<file path="src/rtl/cbank_pkg.sv">
package cbank_pkg;
  localparam int COEF_W = 16;

  typedef enum logic [1:0] {
    WID_4  = 2'b00,
    WID_8  = 2'b01,
    WID_12 = 2'b10,
    WID_16 = 2'b11
  } wid_sel_t;

  // Sign-extend the low bits of a stored word, selected by the width code.
  function automatic logic [COEF_W-1:0] sext_coef(input logic [COEF_W-1:0] raw,
                                                  input wid_sel_t sel);
    logic [COEF_W-1:0] res;
    case (sel)
      WID_4:   res = {{12{raw[3]}},  raw[3:0]};
      WID_8:   res = {{8{raw[7]}},   raw[7:0]};
      WID_12:  res = {{4{raw[11]}},  raw[11:0]};
      default: res = raw;
    endcase
    return res;
  endfunction
endpackage

</file>
<file path="src/rtl/cbank_swap_ctrl.sv">
module cbank_swap_ctrl (
  input  logic clk,
  input  logic rst_n,
  input  logic smp_pt,
  input  logic go_in,
  input  logic cont_mode,
  input  logic req_set,
  output logic cur_ptr,
  output logic pending,
  output logic busy,
  output logic swap_evt
);
  // Exchange fires at a sampling point: a pending one-shot, or an accepted
  // input cycle in continuous mode.
  assign swap_evt = smp_pt && (pending || (cont_mode && go_in));
  assign busy     = pending || swap_evt;

  always_ff @(posedge clk) begin
    if (!rst_n) begin
      pending <= 1'b0;
    end else if (req_set) begin
      pending <= 1'b1;
    end else if (swap_evt) begin
      pending <= 1'b0;
    end
  end

  // Bank pointer deliberately kept across reset so bank roles survive it.
  always_ff @(posedge clk) begin
    if (swap_evt) cur_ptr <= ~cur_ptr;
  end

  p_req_hold_r4: assert property (@(posedge clk) disable iff (!rst_n)
    (pending && !smp_pt) |=> pending);

  p_req_clear_r5: assert property (@(posedge clk) disable iff (!rst_n)
    (pending && smp_pt && !req_set) |=> !pending);

  p_cont_swap_r7: assert property (@(posedge clk) disable iff (!rst_n)
    (cont_mode && smp_pt && go_in) |=> (cur_ptr != $past(cur_ptr)));

  p_req_new_r10: assert property (@(posedge clk) disable iff (!rst_n)
    req_set |=> pending);

  p_busy_pending_r6: assert property (@(posedge clk) disable iff (!rst_n)
    $rose(pending) |-> busy);
endmodule

</file>
<file path="src/rtl/cbank_regs.sv">
module cbank_regs #(
  parameter int NTAPS = 32,
  parameter int IW    = $clog2(NTAPS)
) (
  input  logic                                  clk,
  input  logic                                  cur_ptr,
  input  logic                                  wr_en,
  input  logic                                  wr_cur,
  input  logic [IW-1:0]                         wr_idx,
  input  logic [cbank_pkg::COEF_W-1:0]          wr_data,
  input  logic                                  rd_cur,
  input  logic [IW-1:0]                         rd_idx,
  output logic [cbank_pkg::COEF_W-1:0]          rd_data,
  output logic [NTAPS*cbank_pkg::COEF_W-1:0]    cur_flat
);
  localparam int W = cbank_pkg::COEF_W;

  logic [W-1:0] bank_q [2][NTAPS];
  logic         wr_phys;
  logic         rd_phys;

  // Host view maps through the pointer: live region -> cur_ptr bank.
  assign wr_phys = wr_cur ? cur_ptr : ~cur_ptr;
  assign rd_phys = rd_cur ? cur_ptr : ~cur_ptr;

  always_ff @(posedge clk) begin
    if (wr_en) bank_q[wr_phys][wr_idx] <= wr_data;
  end

  assign rd_data = bank_q[rd_phys][rd_idx];

  for (genvar t = 0; t < NTAPS; t++) begin : g_live
    assign cur_flat[t*W +: W] = bank_q[cur_ptr][t];
  end
endmodule

</file>
<file path="src/rtl/cbank_sext.sv">
module cbank_sext #(
  parameter int NTAPS = 32
) (
  input  logic [NTAPS*cbank_pkg::COEF_W-1:0] raw_flat,
  input  cbank_pkg::wid_sel_t                wsel,
  output logic [NTAPS*cbank_pkg::COEF_W-1:0] tap_flat
);
  localparam int W = cbank_pkg::COEF_W;

  for (genvar t = 0; t < NTAPS; t++) begin : g_tap
    assign tap_flat[t*W +: W] = cbank_pkg::sext_coef(raw_flat[t*W +: W], wsel);
  end
endmodule

</file>
<file path="src/rtl/cbank_file.sv">
module cbank_file #(
  parameter int NTAPS = 32,
  parameter int IW    = $clog2(NTAPS),
  parameter int AW    = IW + 2
) (
  input  logic                                clk,
  input  logic                                rst_n,
  input  logic                                host_we,
  input  logic [AW-1:0]                       host_addr,
  input  logic [cbank_pkg::COEF_W-1:0]        host_wdata,
  output logic [cbank_pkg::COEF_W-1:0]        host_rdata,
  input  logic                                smp_pt,
  input  logic                                go_in,
  output logic                                busy,
  output logic [NTAPS*cbank_pkg::COEF_W-1:0]  coef_taps
);
  import cbank_pkg::*;
  localparam int W = COEF_W;
  localparam logic [AW-1:0] CFG_ADDR = AW'(2 * NTAPS);
  localparam logic [AW-1:0] CTL_ADDR = AW'(2 * NTAPS + 1);

  wid_sel_t      wsel_q;
  logic          cont_q;
  logic          in_banks;
  logic          bank_wr;
  logic          cur_wr;
  logic          cfg_wr;
  logic          req_set;
  logic          cur_ptr;
  logic          pending;
  logic          swap_evt;
  logic [W-1:0]  bank_rd;
  logic [NTAPS*W-1:0] raw_flat;

  // Address decode: top bit clear means one of the two banks.
  assign in_banks = !host_addr[AW-1];
  assign bank_wr  = host_we && in_banks;
  assign cur_wr   = bank_wr && host_addr[IW];
  assign cfg_wr   = host_we && (host_addr == CFG_ADDR);
  assign req_set  = host_we && (host_addr == CTL_ADDR) && host_wdata[0];

  always_ff @(posedge clk) begin
    if (!rst_n) begin
      wsel_q <= WID_16;
      cont_q <= 1'b0;
    end else if (cfg_wr) begin
      wsel_q <= wid_sel_t'(host_wdata[1:0]);
      cont_q <= host_wdata[2];
    end
  end

  cbank_swap_ctrl u_ctrl (
    .clk       (clk),
    .rst_n     (rst_n),
    .smp_pt    (smp_pt),
    .go_in     (go_in),
    .cont_mode (cont_q),
    .req_set   (req_set),
    .cur_ptr   (cur_ptr),
    .pending   (pending),
    .busy      (busy),
    .swap_evt  (swap_evt)
  );

  cbank_regs #(.NTAPS(NTAPS), .IW(IW)) u_regs (
    .clk      (clk),
    .cur_ptr  (cur_ptr),
    .wr_en    (bank_wr),
    .wr_cur   (host_addr[IW]),
    .wr_idx   (host_addr[IW-1:0]),
    .wr_data  (host_wdata),
    .rd_cur   (host_addr[IW]),
    .rd_idx   (host_addr[IW-1:0]),
    .rd_data  (bank_rd),
    .cur_flat (raw_flat)
  );

  cbank_sext #(.NTAPS(NTAPS)) u_sext (
    .raw_flat (raw_flat),
    .wsel     (wsel_q),
    .tap_flat (coef_taps)
  );

  always_comb begin
    if (in_banks)                    host_rdata = bank_rd;
    else if (host_addr == CFG_ADDR)  host_rdata = {{(W-3){1'b0}}, cont_q, wsel_q};
    else if (host_addr == CTL_ADDR)  host_rdata = {{(W-1){1'b0}}, pending};
    else                             host_rdata = '0;
  end

  p_taps_stable_r3: assert property (@(posedge clk) disable iff (!rst_n)
    (!swap_evt && !cur_wr && !cfg_wr) |=> $stable(coef_taps));

  p_busy_swap_r6: assert property (@(posedge clk) disable iff (!rst_n)
    (smp_pt && pending) |-> busy);
endmodule

</file>
<file path="config.mk">
export PLATFORM = sky130hd
export DESIGN_NAME = cbank_file
export DESIGN_NICKNAME = d
export VERILOG_FILES = /design/src/rtl/cbank_pkg.sv /design/src/rtl/cbank_swap_ctrl.sv /design/src/rtl/cbank_regs.sv /design/src/rtl/cbank_sext.sv /design/src/rtl/cbank_file.sv
export SDC_FILE = /design/constraint.sdc
export NUM_CORES = 2
export LEC_CHECK = 0
export BUFFER_PORTS_ARGS = -buffer_cell sky130_fd_sc_hd__buf_2
export CORE_ASPECT_RATIO = 1.5
export CORE_MARGIN = 2
export CORE_UTILIZATION = 36
export CTS_BUF_LIST = sky130_fd_sc_hd__clkbuf_4
export CTS_CLUSTER_DIAMETER = 50
export DETAILED_ROUTE_END_ITERATION = 7
export GPL_TIMING_DRIVEN = 0
export SYNTH_ARGS = -nofsm -noshare
export SYNTH_HDL_FRONTEND = slang
export SYNTH_SLANG_ARGS = --single-unit
</file>
<file path="constraint.sdc">
create_clock -name clk -period 4.79 [get_ports clk]
set_input_delay 0 -clock clk [delete_from_list [all_inputs] [get_ports clk]]
set_output_delay 0 -clock clk [all_outputs]
set_load 0.01 [all_outputs]
</file>
-- Word level (Yosys, flattened, before mapping)
Memory sizes are Yosys's and may differ from the RTL's. A register that Yosys moved wholly into a read port is not among the register bits.
Cells that the tools add are included.
- flip-flop bits (word level): 5
- memory bits (writable): 1024
- input bits: 28
- output and inout port bits: 529
- memories: 1
- memory list (memory ; depth ; width ; rd ports ; clocked after memory_dff ; write ports ; line ; RTL):
    u_regs.bank_q ; 2 ; 512 ; 2 ; 1 ; 1 ; cbank_regs.sv:18 ; logic [W-1:0] bank_q [2][NTAPS];
- order comparisons: 2
- eq/ne operators: 4
- multiplexer cells: 46
- bitwise logic cells: 2
- reduce and logical (&&, ||, !) cells: 12
- operators with widths (operator ; number):
    case mux 16 bit (3 select lines) ; 32
    two-way mux 512 bit ; 1
    binary-select mux 16 bit (select 5 bit) ; 1
    demux 16 bit (select 5 bit) ; 1
    two-way mux 16 bit ; 4
    equality test 7 bit (second input constant) ; 2
    logical AND 1 bit ; 7
    >= comparator 6 bit (second input constant) ; 1
    less-than comparator 6 x 1 -> 1 bit (second input constant) ; 1
    two-way mux 1 bit ; 6
    inverter 5 -> 6 bit ; 1
    two-way mux 3 bit ; 1
    equality test 2 x 1 -> 1 bit (second input constant) ; 1
    equality test 2 bit (second input constant) ; 1
    logical NOT 2 bit ; 1
    logical OR 1 bit ; 2
    nonzero test 2 bit ; 1
    logical NOT 1 bit ; 1
    inverter 1 bit ; 1

-- Logic depth before layout (Yosys ltp)
An unclocked memory read counts as a cell.
- depth after elaboration: 7
- gate-level depth with buffers: 10
- gate-level depth less buffers: 6

-- Modules after synthesis
A second synthesis with hierarchy kept.
- cells, all modules: 4395
- area total of the unflattened synthesis: 54043.1 um^2
- by module, submodules not included (module ; instances ; cells each ; area each (um^2) ; sequential area each (um^2)):
    cbank_regs ; 1 ; 3443 ; 45874.0 ; 30749.5
    cbank_sext ; 1 ; 901 ; 7743.7 ; 0.0
    cbank_file ; 1 ; 43 ; 337.8 ; 60.1
    cbank_swap_ctrl ; 1 ; 8 ; 87.6 ; 50.0

-- Worst setup path before layout
OpenSTA, ideal clock, no wires.
- path type: register -> register
- start point: reg u_ctrl.cur_ptr
- end point: mem u_regs.bank_q[0][112] (netlist bit) (enable)
- library setup time: 0.388 ns
- arrival time: 2.571 ns
- setup slack: 1.830 ns
- cell stages (with the launch flop): 9
- path buffers: 4
- period minus slack after synthesis: 2.960 ns
- cell sequence: edfxtp_1 -> xnor2_4 -> buf_2 -> buf_2 -> buf_2 -> clkbuf_1 -> nor2_1 -> nand2_1 -> nor2_1
- word-level cells in the longest chain between the ends: 2
- RTL lines (item ; line ; RTL):
    start, declared ; cbank_swap_ctrl.sv:8 ; output logic cur_ptr,
    start signal, assigned ; cbank_swap_ctrl.sv:30 ; if (swap_evt) cur_ptr <= ~cur_ptr;
    inverter 1 bit ; cbank_regs.sv:23 ; assign wr_phys = wr_cur ? cur_ptr : ~cur_ptr;
    two-way mux 1 bit * ; cbank_regs.sv:23 ;
    end, declared ; cbank_regs.sv:18 ;
Mark *: on every way between the ends. The rest lies on a longest branch, timed or not.

-- Final worst setup path
- start point: in host_addr[1]
- end point: out host_rdata[8] (netlist bit)
- word-level cells in the longest chain between the ends: 5
- RTL lines (item ; line ; RTL):
    start, declared ; cbank_file.sv:9 ; input logic [AW-1:0] host_addr,
    inverter 5 -> 6 bit (not written as such) ; cbank_regs.sv:30 ; assign rd_data = bank_q[rd_phys][rd_idx];
    binary-select mux 16 bit (select 5 bit) ; cbank_regs.sv:30 ;
    two-way mux 16 bit (not written as such) (2 in series) ; cbank_regs.sv:30 ;
    two-way mux 16 bit ; cbank_file.sv:85 ; if (in_banks) host_rdata = bank_rd;
    end, declared ; cbank_file.sv:11 ; output logic [cbank_pkg::COEF_W-1:0] host_rdata,
Every way passes these cells. The select of a mux whose other input is x is not followed.

==> flow_metrics.tcl <==
set metrics [dict create \
    status "complete, but fails checks" \
    violations "max-capacitance violations, max-slew violations, negative setup slack" \
    clk_pin_slew_ns 0.08 \
    hold_violations 0 \
    holdPathEnd "u_regs.bank_q[0][0]$_DFFE_PP_" \
    synthCells 3894 \
    maxCapViolCount 7 \
    rr_worst_depth 10 \
    slew_viol_final 55 \
    path_class "in -> out" \
    critPathMostFrequentCell "clkbuf_1" \
    fin_ws_ns -0.255 \
    finalWirelength_um 282000 \
    cp_slowest_stage_delay_ns 1.06 \
    io_pins 557 \
    ant_nets 0 \
    final_nets 4841 \
    arrival_ns 5.04 \
    min_period_ns 5.04 \
    rr_endpoint "u_regs.bank_q[0][402]$_DFFE_PP_" \
    cts_htree_levels 4 \
    r2r_slack_ns 0.69 \
    gp_congestion 1.07 \
    clock.fmax_mhz 198 \
    synthFlopType "edfxtp_1" \
    total_power_mw 19.1 \
    required_ns 4.79 \
    regToRegStartpoint "u_ctrl.cur_ptr$_DFFE_PP_" \
    worst-path-buf-inv 6 \
    fin_worst_skew_ns 0.0998 \
    num_vias 43500 \
    drtIter0Drc 7955 \
    rsz0062_at_grt "yes" \
    synth_seq_cells 1030 \
    p_leak_nw 22.6 \
    grt_start_max_net_pins 67 \
    hold_path_class "in -> reg" \
    path_cells "clkbuf_1 -> and2_1 -> clkbuf_1 -> clkbuf_2 -> clkdlybuf4s15_1 -> clkbuf_1 -> nand3_1 -> a31oi_2 -> nor4_4 -> buf_2" \
    cts-root-buf "clkbuf_4" \
    wl_per_cell_um 41.5 \
    worst-path-stages 10 \
    syn2layout_area_growth_pct 24.6 \
    first_pass_iters 8 \
    multi_input_area_sq_um 17300 \
    synth_warnings 0 \
    cp-end-kind "primary output" \
    synth_edf_count 1025 \
    nFillCells 12500 \
    cts_buffer_depth 3 \
    die-area_sq_um 138000 \
    grt.overflow.total 0 \
    crit_family "buffers and inverters" \
    die_h_um 454 \
    cts.sinks 1030 \
    synth.distinct_cells 44 \
    dp_hpwl_um 204000 \
    via_per_inst 6.40 \
    startpoint_type "primary input" \
    relSlewSlack -0.116 \
    slowest_stage "clkdlybuf4s15_1" \
    syn_avg_cell_area_sq_um 12.5 \
    start_util 0.362 \
    whs_path_depth 2 \
    port_buffers 553 \
    first_global_vias 40600 \
    syn-cell-area_sq_um 48500 \
    setup_violations 54 \
    yosysSeqAreaShare 0.636 \
    setup_tns_ns -4.49 \
    rows 165 \
    cts_tree "yes" \
    grt_pass1_wl_um 361000 \
    min_from "host_wdata[0]" \
    ff_latch_area_sq_um 30900 \
    clock_latency_ns 1.37 \
    drcViolationCount 0 \
    synth_fp_nets 3922 \
    track_usage 0.397 \
    coreArea_sq_um 134000 \
    grt_antenna_before_repair 29 \
    p_per_area_nw_per_um2 316 \
    vdd_drop_max_mv 0.268 \
    synthArstFlopShare 0 \
    layout-drive-gt1-share 0.302 \
    worst_pin_slew_ns 1.67 \
    die_w_um 304 \
    cts-buffers-inserted 240 \
    crit_fanout 10 \
    finalCritPeriodShare 1.05 \
]
==> metal layers <==
metal | track usage | routed length, um
met1 | 0.450 | 93900
met3 | 0.132 | 35700
met2 | 0.597 | 122000
met4 | 0.359 | 30500
met5 | 0.000347 | 151
==> metrics by stage <==
step           hold WS (ns)  instances   util  setup WS [ns]  cell area, sq um
5_1_grt               0.141       6777  0.450         -0.140             60400
6_report              0.106       6796  0.450         -0.255             60400
3_3_place_gp          0.218       6200  0.399          -1.94             53500
2_1_floorplan        0.0718       3894      -           1.83             48500
4_1_cts              0.0680       6764  0.447        -0.0541             59900
3_5_place_dp          0.217       6266  0.411         -0.950             55100
==> flip-flops by register name, summed over array words and instances, names as in the netlist, named ones only <==
| register | count |
|---|---|
| u_regs.bank_q | 1024 |
| wsel_q | 2 |
| cont_q | 1 |
| u_ctrl.cur_ptr | 1 |
| u_ctrl.pending | 1 |
==> power by group <==
part / total, mW / internal, mW / switching, mW
Combinational: 1.63 / 0.394 / 1.23
Sequential: 9.93 / 9.92 / 0.00887
Clock: 7.54 / 3.64 / 3.90
Total: 19.1 / 14.0 / 5.14
==> cells by family (layout without fill, tap and decap cells) <==
logic type | Yosys count | after routing | synth area share
AO/OA/AOI/OAI | 725 | 725 | 0.0920
other | 0 | 24 | 0
flip-flops | 1030 | 1030 | 0.636
buffers and inverters | 301 | 1426 | 0.0258
AND/OR/NAND/NOR | 1158 | 1158 | 0.101
multiplexers | 677 | 677 | 0.144
XOR/XNOR | 3 | 3 | 0.00108
==> cell type report <==
cell class | count | area share
Sequential cell | 1030 | 0.511
Multi-Input combinational cell | 2563 | 0.287
Timing Repair Buffer | 679 | 0.0811
Clock buffer | 362 | 0.0450
Tap cell | 1753 | 0.0363
Buffer | 296 | 0.0309
Clock inverter | 86 | 0.00795
Antenna cell | 24 | 0.000994
Inverter | 3 | 0.000186
==> cell usage after synthesis (all sizes together) (3+ instances only) <==
cell type	instances	share of area
edfxtp	1025	0.63
nand2	746	0.058
mux2i	517	0.11
o21ai	238	0.025
nand3	211	0.022
clkbuf	178	0.014
mux2	160	0.037
a21oi	138	0.014
a31oi	135	0.017
buf	120	0.012
a32oi	104	0.019
nor2	102	0.0079
a21boi	33	0.0051
o211ai	33	0.0051
and3	32	0.0041
o22ai	22	0.0028
or3	15	0.0019
or4	15	0.0023
nor4	14	0.0018
o22a	8	0.0014
a41oi	7	0.0013
dfxtp	5	0.0021
inv	3	0.00023
nand2b	3	0.00039
nand3b	3	0.00046
nand4	3	0.00039
nor2b	3	0.00039
or2	3	0.00039
or3b	3	0.00054
==> worst register-to-register path, stage by stage, from the launching register on <==
cell and delay (ns):
edfxtp_1 0.52, xnor2_4 0.28, buf_4 0.19, buf_6 0.17
buf_4 0.25, buf_6 0.26, buf_2 0.26, nor2_1 0.28
nand2_1 0.51, nor2_2 0.83, buf_8 0.25
==> worst max-delay path by stage <==
stage                                        start                         endpoint  slack [ns]
after global routing      u_ctrl.cur_ptr$_DFFE_PP_                   host_rdata[10]       -0.14
after detailed placement              host_addr[1]  u_regs.bank_q[1][374]$_DFFE_PP_       -0.95
final                                 host_addr[1]                    host_rdata[8]       -0.25
after global placement                host_addr[1]  u_regs.bank_q[1][318]$_DFFE_PP_       -1.94
after CTS                 u_ctrl.cur_ptr$_DFFE_PP_                   host_rdata[12]       -0.05
after floorplan           u_ctrl.cur_ptr$_DFFE_PP_  u_regs.bank_q[0][112]$_DFFE_PP_        1.83
==> placed cells by master (no fill, tap or decap), types with 39 or more instances in the layout <==
cell type / synthesis / final
buf_2: 81 / 569
a31oi_1: 135 / 109
nand2_1: 746 / 746
clkbuf_1: 178 / 113
buf_4: 5 / 43
edfxtp_1: 1025 / 1025
o21ai_0: 238 / 220
clkinv_1: 0 / 51
clkbuf_4: 0 / 389
mux2i_1: 517 / 515
nand3_1: 211 / 211
a32oi_1: 104 / 77
mux2_2: 160 / 160
nor2_2: 0 / 59
buf_8: 0 / 39
a21oi_1: 138 / 136
dlygate4sd3_1: 0 / 48
==> what timing repair did <==
action	in CTS	in global routing
endpoints found under the setup margin	357	52
hold buffers	50	4
hold endpoints to repair	1096	204
pin swaps	9	10
buffers inserted	2	4
gates resized for setup	323	100
Power figures use the tool's default switching activity.
